File: config.mk
export PLATFORM = sky130hd
export DESIGN_NAME = cfg_access_seq
export DESIGN_NICKNAME = d
export VERILOG_FILES = /design/src/rtl/cfg_seq_pkg.sv /design/src/rtl/cfg_addr_gen.sv /design/src/rtl/cfg_lane_unit.sv /design/src/rtl/cfg_seq_ctrl.sv /design/src/rtl/cfg_access_seq.sv
export SDC_FILE = /design/constraint.sdc
export NUM_CORES = 1
export LEC_CHECK = 0
export BUFFER_PORTS_ARGS = -buffer_cell sky130_fd_sc_hd__buf_4
export CAP_MARGIN = 10
export CORE_ASPECT_RATIO = 1.75
export CORE_MARGIN = 2
export CORE_UTILIZATION = 35
export DETAILED_ROUTE_END_ITERATION = 10
export GPL_TIMING_DRIVEN = 1
export PLACE_DENSITY_LB_ADDON = 0.1
export REMOVE_ABC_BUFFERS = 1
export SYNTH_ARGS = -nofsm -noshare
export SYNTH_HDL_FRONTEND = slang
export SYNTH_HIERARCHICAL = 1
export SYNTH_SLANG_ARGS = --single-unit
export TNS_END_PERCENT = 20
File: constraint.sdc
create_clock -name clk -period 1.73 [get_ports clk]
set_input_delay 0.2595 -clock clk [delete_from_list [all_inputs] [get_ports clk]]
set_output_delay 0.2595 -clock clk [all_outputs]
set_load 0.01 [all_outputs]
File: src/rtl/cfg_seq_pkg.sv
package cfg_seq_pkg;

  localparam int BUS_W  = 8;
  localparam int SLOT_W = 5;
  localparam int FUNC_W = 3;
  localparam int OFS_W  = 8;
  localparam int DW     = 32;
  localparam int SH_W   = $clog2(DW);
  localparam int IDSEL_BASE = 11;

  typedef enum logic [1:0] {
    ST_OK      = 2'd0,
    ST_ABORT   = 2'd1,
    ST_INVALID = 2'd2
  } cfg_status_e;

  typedef enum logic [1:0] {
    SZ_BYTE = 2'd0,
    SZ_HALF = 2'd1,
    SZ_WORD = 2'd2,
    SZ_RSVD = 2'd3
  } cfg_size_e;

  typedef enum logic [1:0] {
    S_IDLE,
    S_RD,
    S_WR,
    S_RESP
  } seq_state_e;

  typedef struct packed {
    logic             write;
    logic [1:0]       size;
    logic [OFS_W-1:0] offset;
    logic [DW-1:0]    wdata;
  } cfg_req_t;

  // Type 0 for bus 0, Type 1 otherwise.
  function automatic logic [DW-1:0] cfg_address(
    input logic [BUS_W-1:0]  bus,
    input logic [SLOT_W-1:0] slot,
    input logic [FUNC_W-1:0] func,
    input logic [OFS_W-1:0]  offset
  );
    logic [2*DW-1:0] sel;
    logic [DW-1:0]   a;
    sel = {{(2*DW-1){1'b0}}, 1'b1} << (32'(slot) + 32'(IDSEL_BASE));
    a = '0;
    a[10:8] = func;
    a[7:2]  = offset[7:2];
    if (bus == '0) begin
      a = a | sel[DW-1:0];
    end else begin
      a[23:16] = bus;
      a[15:11] = slot;
      a[0]     = 1'b1;
    end
    return a;
  endfunction

  function automatic logic req_args_ok(
    input logic [SLOT_W-1:0] slot,
    input logic [OFS_W-1:0]  offset,
    input logic [1:0]        size,
    input int                max_slot
  );
    logic ok;
    ok = (32'(slot) <= max_slot);
    case (size)
      SZ_BYTE: ok = ok;
      SZ_HALF: ok = ok && !offset[0];
      SZ_WORD: ok = ok && (offset[1:0] == 2'b00);
      default: ok = 1'b0;
    endcase
    return ok;
  endfunction

  function automatic logic [SH_W-1:0] lane_shift(input logic [OFS_W-1:0] offset);
    return {offset[1:0], 3'b000};
  endfunction

  function automatic logic [DW-1:0] lane_mask(input logic [1:0] size);
    case (size)
      SZ_BYTE: return 32'h0000_00FF;
      SZ_HALF: return 32'h0000_FFFF;
      default: return 32'hFFFF_FFFF;
    endcase
  endfunction

  function automatic logic [DW-1:0] lane_extract(
    input logic [DW-1:0]    word,
    input logic [OFS_W-1:0] offset,
    input logic [1:0]       size
  );
    return (word >> lane_shift(offset)) & lane_mask(size);
  endfunction

  function automatic logic [DW-1:0] lane_merge(
    input logic [DW-1:0]    old_word,
    input logic [DW-1:0]    new_data,
    input logic [OFS_W-1:0] offset,
    input logic [1:0]       size
  );
    logic [DW-1:0] m;
    m = lane_mask(size) << lane_shift(offset);
    return (old_word & ~m) | ((new_data << lane_shift(offset)) & m);
  endfunction

endpackage

File: src/rtl/cfg_addr_gen.sv
module cfg_addr_gen
  import cfg_seq_pkg::*;
#(
  parameter int MAX_SLOT = 21
) (
  input  logic [BUS_W-1:0]  bus,
  input  logic [SLOT_W-1:0] slot,
  input  logic [FUNC_W-1:0] func,
  input  logic [OFS_W-1:0]  offset,
  input  logic [1:0]        size,
  output logic [DW-1:0]     addr,
  output logic              args_ok
);

  always_comb begin
    addr    = cfg_address(bus, slot, func, offset);
    args_ok = req_args_ok(slot, offset, size, MAX_SLOT);
  end

endmodule

File: src/rtl/cfg_lane_unit.sv
module cfg_lane_unit
  import cfg_seq_pkg::*;
(
  input  logic [DW-1:0]    rd_word,
  input  logic             rd_abort,
  input  logic [DW-1:0]    wdata,
  input  logic [OFS_W-1:0] offset,
  input  logic [1:0]       size,
  output logic [DW-1:0]    rd_lanes,
  output logic [DW-1:0]    merged
);

  logic [DW-1:0] src;

  // An aborted read stands for an all-ones dword.
  always_comb begin
    src      = rd_abort ? {DW{1'b1}} : rd_word;
    rd_lanes = lane_extract(src, offset, size);
    merged   = lane_merge(src, wdata, offset, size);
  end

endmodule

File: src/rtl/cfg_seq_ctrl.sv
module cfg_seq_ctrl
  import cfg_seq_pkg::*;
(
  input  logic             clk,
  input  logic             rst_n,
  input  logic             req_valid,
  input  logic             req_write,
  input  logic [1:0]       req_size,
  input  logic [OFS_W-1:0] req_offset,
  input  logic [DW-1:0]    req_wdata,
  input  logic [DW-1:0]    addr_in,
  input  logic             addr_ok,
  input  logic             ini_ack,
  input  logic             ini_abort,
  input  logic [DW-1:0]    lane_rd,
  input  logic [DW-1:0]    lane_merged,
  output seq_state_e       state,
  output cfg_req_t         cap,
  output logic [DW-1:0]    addr_q,
  output logic [DW-1:0]    wdata_q,
  output logic [DW-1:0]    rdata_q,
  output logic [1:0]       status_q,
  output logic             accept,
  output logic             acc_invalid
);

  assign accept      = (state == S_IDLE) && req_valid;
  assign acc_invalid = accept && !addr_ok;

  always_ff @(posedge clk or negedge rst_n) begin
    if (!rst_n) begin
      state    <= S_IDLE;
      cap      <= '0;
      addr_q   <= '0;
      wdata_q  <= '0;
      rdata_q  <= '0;
      status_q <= ST_OK;
    end else begin
      case (state)
        S_IDLE: begin
          if (req_valid) begin
            cap.write  <= req_write;
            cap.size   <= req_size;
            cap.offset <= req_offset;
            cap.wdata  <= req_wdata;
            addr_q     <= addr_in;
            if (!addr_ok) begin
              status_q <= ST_INVALID;
              state    <= S_RESP;
            end else if (req_write && (req_size == SZ_WORD)) begin
              wdata_q <= req_wdata;
              state   <= S_WR;
            end else begin
              state <= S_RD;
            end
          end
        end
        S_RD: begin
          if (ini_ack) begin
            if (!cap.write) begin
              rdata_q  <= lane_rd;
              status_q <= ini_abort ? ST_ABORT : ST_OK;
              state    <= S_RESP;
            end else if (ini_abort && (cap.size == SZ_HALF)) begin
              status_q <= ST_ABORT;
              state    <= S_RESP;
            end else begin
              wdata_q <= lane_merged;
              state   <= S_WR;
            end
          end
        end
        S_WR: begin
          if (ini_ack) begin
            status_q <= ini_abort ? ST_ABORT : ST_OK;
            state    <= S_RESP;
          end
        end
        default: state <= S_IDLE;
      endcase
    end
  end

endmodule

File: src/rtl/cfg_access_seq.sv
module cfg_access_seq
  import cfg_seq_pkg::*;
#(
  parameter int MAX_SLOT = 21
) (
  input  logic              clk,
  input  logic              rst_n,
  input  logic              req_valid,
  input  logic              req_write,
  input  logic [BUS_W-1:0]  req_bus,
  input  logic [SLOT_W-1:0] req_slot,
  input  logic [FUNC_W-1:0] req_func,
  input  logic [OFS_W-1:0]  req_offset,
  input  logic [1:0]        req_size,
  input  logic [DW-1:0]     req_wdata,
  output logic              busy,
  output logic              done,
  output logic [1:0]        status,
  output logic [DW-1:0]     rdata,
  output logic              abort_sticky,
  input  logic              abort_clr,
  output logic              ini_req,
  output logic              ini_write,
  output logic [DW-1:0]     ini_addr,
  output logic [DW-1:0]     ini_wdata,
  input  logic              ini_ack,
  input  logic              ini_abort,
  input  logic [DW-1:0]     ini_rdata
);

  logic [DW-1:0] gen_addr;
  logic          gen_ok;
  logic [DW-1:0] lane_rd;
  logic [DW-1:0] lane_merged;
  seq_state_e    state;
  cfg_req_t      cap;
  logic [DW-1:0] addr_q;
  logic [DW-1:0] wdata_q;
  logic          accept;
  logic          acc_invalid;
  logic          xfer_done;
  logic          abort_evt;

  cfg_addr_gen #(.MAX_SLOT(MAX_SLOT)) u_addr (
    .bus     (req_bus),
    .slot    (req_slot),
    .func    (req_func),
    .offset  (req_offset),
    .size    (req_size),
    .addr    (gen_addr),
    .args_ok (gen_ok)
  );

  cfg_lane_unit u_lane (
    .rd_word  (ini_rdata),
    .rd_abort (ini_abort),
    .wdata    (cap.wdata),
    .offset   (cap.offset),
    .size     (cap.size),
    .rd_lanes (lane_rd),
    .merged   (lane_merged)
  );

  cfg_seq_ctrl u_ctrl (
    .clk         (clk),
    .rst_n       (rst_n),
    .req_valid   (req_valid),
    .req_write   (req_write),
    .req_size    (req_size),
    .req_offset  (req_offset),
    .req_wdata   (req_wdata),
    .addr_in     (gen_addr),
    .addr_ok     (gen_ok),
    .ini_ack     (ini_ack),
    .ini_abort   (ini_abort),
    .lane_rd     (lane_rd),
    .lane_merged (lane_merged),
    .state       (state),
    .cap         (cap),
    .addr_q      (addr_q),
    .wdata_q     (wdata_q),
    .rdata_q     (rdata),
    .status_q    (status),
    .accept      (accept),
    .acc_invalid (acc_invalid)
  );

  assign busy      = (state != S_IDLE);
  assign done      = (state == S_RESP);
  assign ini_req   = (state == S_RD) || (state == S_WR);
  assign ini_write = (state == S_WR);
  assign ini_addr  = addr_q;
  assign ini_wdata = wdata_q;
  assign xfer_done = ini_req && ini_ack;
  assign abort_evt = xfer_done && ini_abort;

  always_ff @(posedge clk or negedge rst_n) begin
    if (!rst_n) begin
      abort_sticky <= 1'b0;
    end else begin
      abort_sticky <= (abort_sticky && !abort_clr) || abort_evt;
    end
  end

endmodule

## Word-level counts from Yosys, hierarchy flattened

Cells that the tools add are included.

| word-level totals | value |
|---|---|
| output and inout bits | 103 |
| flip-flop bits (word level) | 138 |
| input port bits | 97 |
| logic and storage cells | 92 |

| operators by class | value |
|---|---|
| $lt $le $gt $ge | 1 |
| equality and inequality tests | 15 |
| reductions and logical operators | 24 |
| shifts and indexed selects | 4 |
| bitwise gates (word level) | 7 |
| muxes and demuxes | 30 |
| add/sub/neg operators | 1 |

Operators by type and width:

| cell | number |
|---|---|
| $mux W32 | 7 |
| $pmux W32 S2 | 2 |
| $and A32 B32 Y32 | 3 |
| $shl A32 B5 Y32 | 2 |
| $not A32 Y32 | 1 |
| $or A11 B32 Y32 | 1 |
| $or A32 B32 Y32 | 1 |
| $shl A1 B32 Y32 const A | 1 |
| $shr A32 B5 Y32 | 1 |
| $mux W2 | 12 |
| $mux W13 | 1 |
| $pmux W2 S3 | 2 |
| $mux W10 | 1 |
| $ne A2 B2 Y1 const B | 5 |
| $logic_not A2 Y1 | 4 |
| $logic_not A8 Y1 | 1 |
| $mux W8 | 1 |
| $logic_and A1 B1 Y1 | 7 |
| $reduce_and A7 Y1 | 1 |
| $add A5 B4 Y6 const B | 1 |
| $eq A2 B1 Y1 const B | 3 |
| $eq A2 B2 Y1 const B | 3 |
| $ne A2 B1 Y1 const B | 3 |
| $reduce_and A3 Y1 | 2 |
| 11 further kinds | 16 |

## Depth between registers and ports, before layout

| logic depth | value |
|---|---|
| depth after elaboration | 10 |
| depth in mapped cells | 11 |

## Cells and area by module

Netlist, hierarchy kept.

By module, submodules not included:

| module | seq. area each (µm²) | cells each | instances | area an instance (µm²) |
|---|---|---|---|---|
| cfg_seq_ctrl | 3578.4 | 410 | 1 | 5839.4 |
| cfg_lane_unit | 0.0 | 220 | 1 | 1597.8 |
| cfg_addr_gen | 0.0 | 78 | 1 | 559.3 |
| cfg_access_seq | 25.0 | 10 | 1 | 91.3 |

## Worst setup path after synthesis

Ideal clock, no wire load.

| timing path | value |
|---|---|
| path type | in2reg |
| start | input port req_size[0] |
| end | register u_ctrl.wdata_q[10] |
| stages | 10 |
| slack | -0.361 ns |
| path buffers | 2 |
| data required time | 1.607 ns |
| data arrival time | 1.968 ns |
| cell sequence | inv_1 -> ha_1 -> a31oi_1 -> a211oi_1 -> nand4b_1 -> a22oi_2 -> and2_1 -> clkbuf_1 -> buf_4 -> a21oi_1 |

| between the ends | value |
|---|---|
| cells in the longest elaborated chain, start to end | 4 |
| elaborated cells on any way between the ends | 8 |

Ends and longest elaborated chain:

| what | RTL line | source |
|---|---|---|
| from (decl) | cfg_access_seq.sv:14 | `input logic [1:0] req_size,` |
| $eq A2 B2 Y1 (tied with other cells) | cfg_seq_pkg.sv:69 | `case (size)` |
| $pmux W1 S3 * | cfg_seq_pkg.sv:69 |  |
| net gen_ok | cfg_access_seq.sv:32 | `logic gen_ok;` |
| $ne A2 B1 Y1 (no source line) * | n/a |  |
| $reduce_and A7 Y1 (no source line) * | n/a |  |
| to (signal assigned) | cfg_seq_ctrl.sv:51 | `wdata_q <= req_wdata;` |
| to (signal assigned) | cfg_seq_ctrl.sv:68 | `wdata_q <= lane_merged;` |
| to (decl) | cfg_seq_ctrl.sv:20 | `output logic [DW-1:0] wdata_q,` |

Mark *: on every way through the listed nets, which the timed path passes. The rest lies on a longest branch.
A chain may end at the register's enable or synchronous reset.

## Worst setup path in the final report

| timing path | value |
|---|---|
| start | register u_ctrl.state[0] |
| end | register u_ctrl.wdata_q[21] |

| between the ends | value |
|---|---|
| cells in the longest elaborated chain, start to end | 3 |
| elaborated cells on any way between the ends | 11 |

Ends and longest elaborated chain:

| what | RTL line | source |
|---|---|---|
| from (decl) | cfg_seq_ctrl.sv:17 | `output seq_state_e state,` |
| from (signal assigned) | cfg_seq_ctrl.sv:32 | `state <= S_IDLE;` |
| from (signal assigned) | cfg_seq_ctrl.sv:49 | `state <= S_RESP;` |
| from (signal assigned) | cfg_seq_ctrl.sv:52 | `state <= S_WR;` |
| $eq A2 B1 Y1 or $logic_not A2 Y1 (tied branches) | cfg_seq_ctrl.sv:39 | `case (state)` |
| $ne A2 B1 Y1 (no source line) (tied with other cells) | n/a |  |
| $reduce_and A7 Y1 (no source line) | n/a |  |

Parallel ways exist; a longest one is shown, timed or not.

==> metrics <==
clock skew 0.00708 ns; Core Area 22100 um2; largest net degree at the start of global routing 50; Mapped Avg Cell Area 11.2 um2; endpoint class of the critical path flip-flop; Fmax achieved 570 MHz; total vias in the final route 6528; startpoint types flip-flop; Die Span Y ~200 um; Synth Instances 705; io pins 200; CTS tree done; 1st-iter DRT viols 321; Worst Path Arrival 2.07 ns; RSZ-0062 raised after global routing yes; Tightest Hold Check Type in -> reg; clk root buf clkbuf_16; Hold Path Depth 2; commonest non-fill, non-tap cell in the layout buf_4; total CTS buffers 17; fin crit share 1.01; WS Path Type reg -> reg; Initial Util 0.356; r2r worst-path depth 7; vias per cell 5.20; Worst R2R Setup Slack -0.03 ns; Max VDD drop 0.000955 V; Die ar. 23700 um2; # rows 72; Die Wd 117 um; Clk Latency, worst-skew pair 0.44 ns; pwr dens 1930 nW/um2; Hold Path Sink u_ctrl/addr_q[7]; final instance area 10900 um2; drt drc 0; setup ws final -0.0255 ns; Pins Over Slew Limit 0; P&R area growth vs syn 38.8%; all-layer global routing usage 0.220; Layout fillers around 2100; Mapped Area 7870 um2; Bufs on Longest Clock Path 2; final hold vios 0; Overflow after GRT 0; R2R Path End u_ctrl/wdata_q[21]; crit-path max FO 8; max cap viols 0; first-pass GRT wire length 40100 um; dpl cell area approximately 10000 um2; WL per Instance 20.8 um; input/output buffers 199; Hold Slack 0.0595 ns; Total Routed Length 26100 um; Synth warnings 6; Hold Path Origin req_offset[7]; P_leak 5.10 nW; initial antenna violation count 0; routability cong. 0.880; clk sink count about 140; count of final setup violators 25; status finished, violations left; drt pass-1 iters 4; fin nets 1057; fin crit period ~1.8 ns; Post-DP HPWL 19400 um; Detail Route Antenna Nets 0; failing checks setup timing; number of H-tree levels 4; layout cell share with drive strength beyond 1 0.484; Worst Path Required 2.04 ns; launching point of the worst reg2reg path u_ctrl/state[0]; n_diodes 0; Clock transition at path regs 0.06 ns; vias in the first global route 6979; commonest non-fill, non-tap cells in the layout 253 x buf_4, 136 x dfrtp_1, 115 x mux2_2
-- metal layers --
layer / share of wire / track usage / vias to the layer above
met5: 0 / 0 / -
met4: 0.022 / 0.0770 / 0
met2: 0.56 / 0.414 / 201
met1: 0.38 / 0.244 / 3259
met3: 0.044 / 0.0440 / 39
li1: - / - / 3029
-- critical path, stage by stage (launching register included) --
cell and delay (ns):
dfrtp_1 0.39, inv_1 0.11, ha_4 0.19, buf_4 0.15
a22oi_2 0.26, and2_4 0.28, buf_6 0.17, a21oi_1 0.07
-- power breakdown --
| part | total [mW] | switching [mW] | internal (mW) |
|---|---|---|---|
| Combinational | 11.6 | 5.54 | 6.05 |
| Sequential | 5.83 | 1.13 | 4.70 |
| Clock | 3.68 | 1.40 | 2.28 |
| Total | 21.1 | 8.07 | 13.0 |
-- how the worst max path moves through the flow --
stage	startpoint	to	slack [ns]	cells after the start
CTS	u_ctrl/state[1]	u_ctrl/status_q[0]	-0.02	6
finish	u_ctrl/state[0]	u_ctrl/wdata_q[21]	-0.03	7
global placement	req_size[0]	u_ctrl/wdata_q[12]	-0.34	10
global route	u_ctrl/state[0]	u_ctrl/wdata_q[11]	-0.11	7
floorplan	u_ctrl/state[1]	u_ctrl/wdata_q[0]	-2.09	6
detailed placement	req_size[0]	u_ctrl/wdata_q[18]	-0.39	10
-- what timing repair did --
item	in CTS	in global routing
endpoints found under the hold margin	25	0
buffers inserted	2	2
hold buffers	2	0
pin swaps	0	5
cloned	0	3
gates resized for setup	5	12
setup endpoints to repair	11	65
-- area by class of cell --
class	count	area, um2	share of cell area
multi-input combinational	490	4090	0.374
inverter	19	71.3	0.00653
timing repair buffer	281	2360	0.216
tap	296	370	0.0339
clock buffer	22	454	0.0416
clock inverter	9	123	0.0112
sequential	138	3460	0.316
-- metrics by stage --
| step | power [mW] | utilization | instances | worst slack (ns) | setup TNS, ns |
|---|---|---|---|---|---|
| after floorplan | 11.7 | - | 647 | -2.09 | -191.14 |
| after global placement | 16.8 | 0.461 | 1216 | -0.339 | -12.15 |
| final | 21.1 | 0.495 | 1255 | -0.0255 | -0.391 |
| after global routing | 22.4 | 0.495 | 1255 | -0.105 | -3.25 |
| after CTS | 20.9 | 0.489 | 1251 | -0.0219 | -0.0302 |
| after detailed placement | 17.0 | 0.461 | 1216 | -0.385 | -12.89 |
-- sequential cells by signal, indices dropped and copies added (netlist names) --
register         cells
abort_sticky         1
u_ctrl/cap          37
u_ctrl/wdata_q      32
u_ctrl/state         2
u_ctrl/rdata_q      32
u_ctrl/status_q      2
u_ctrl/addr_q       32
No activity file was read; power rests on OpenSTA's default activity.
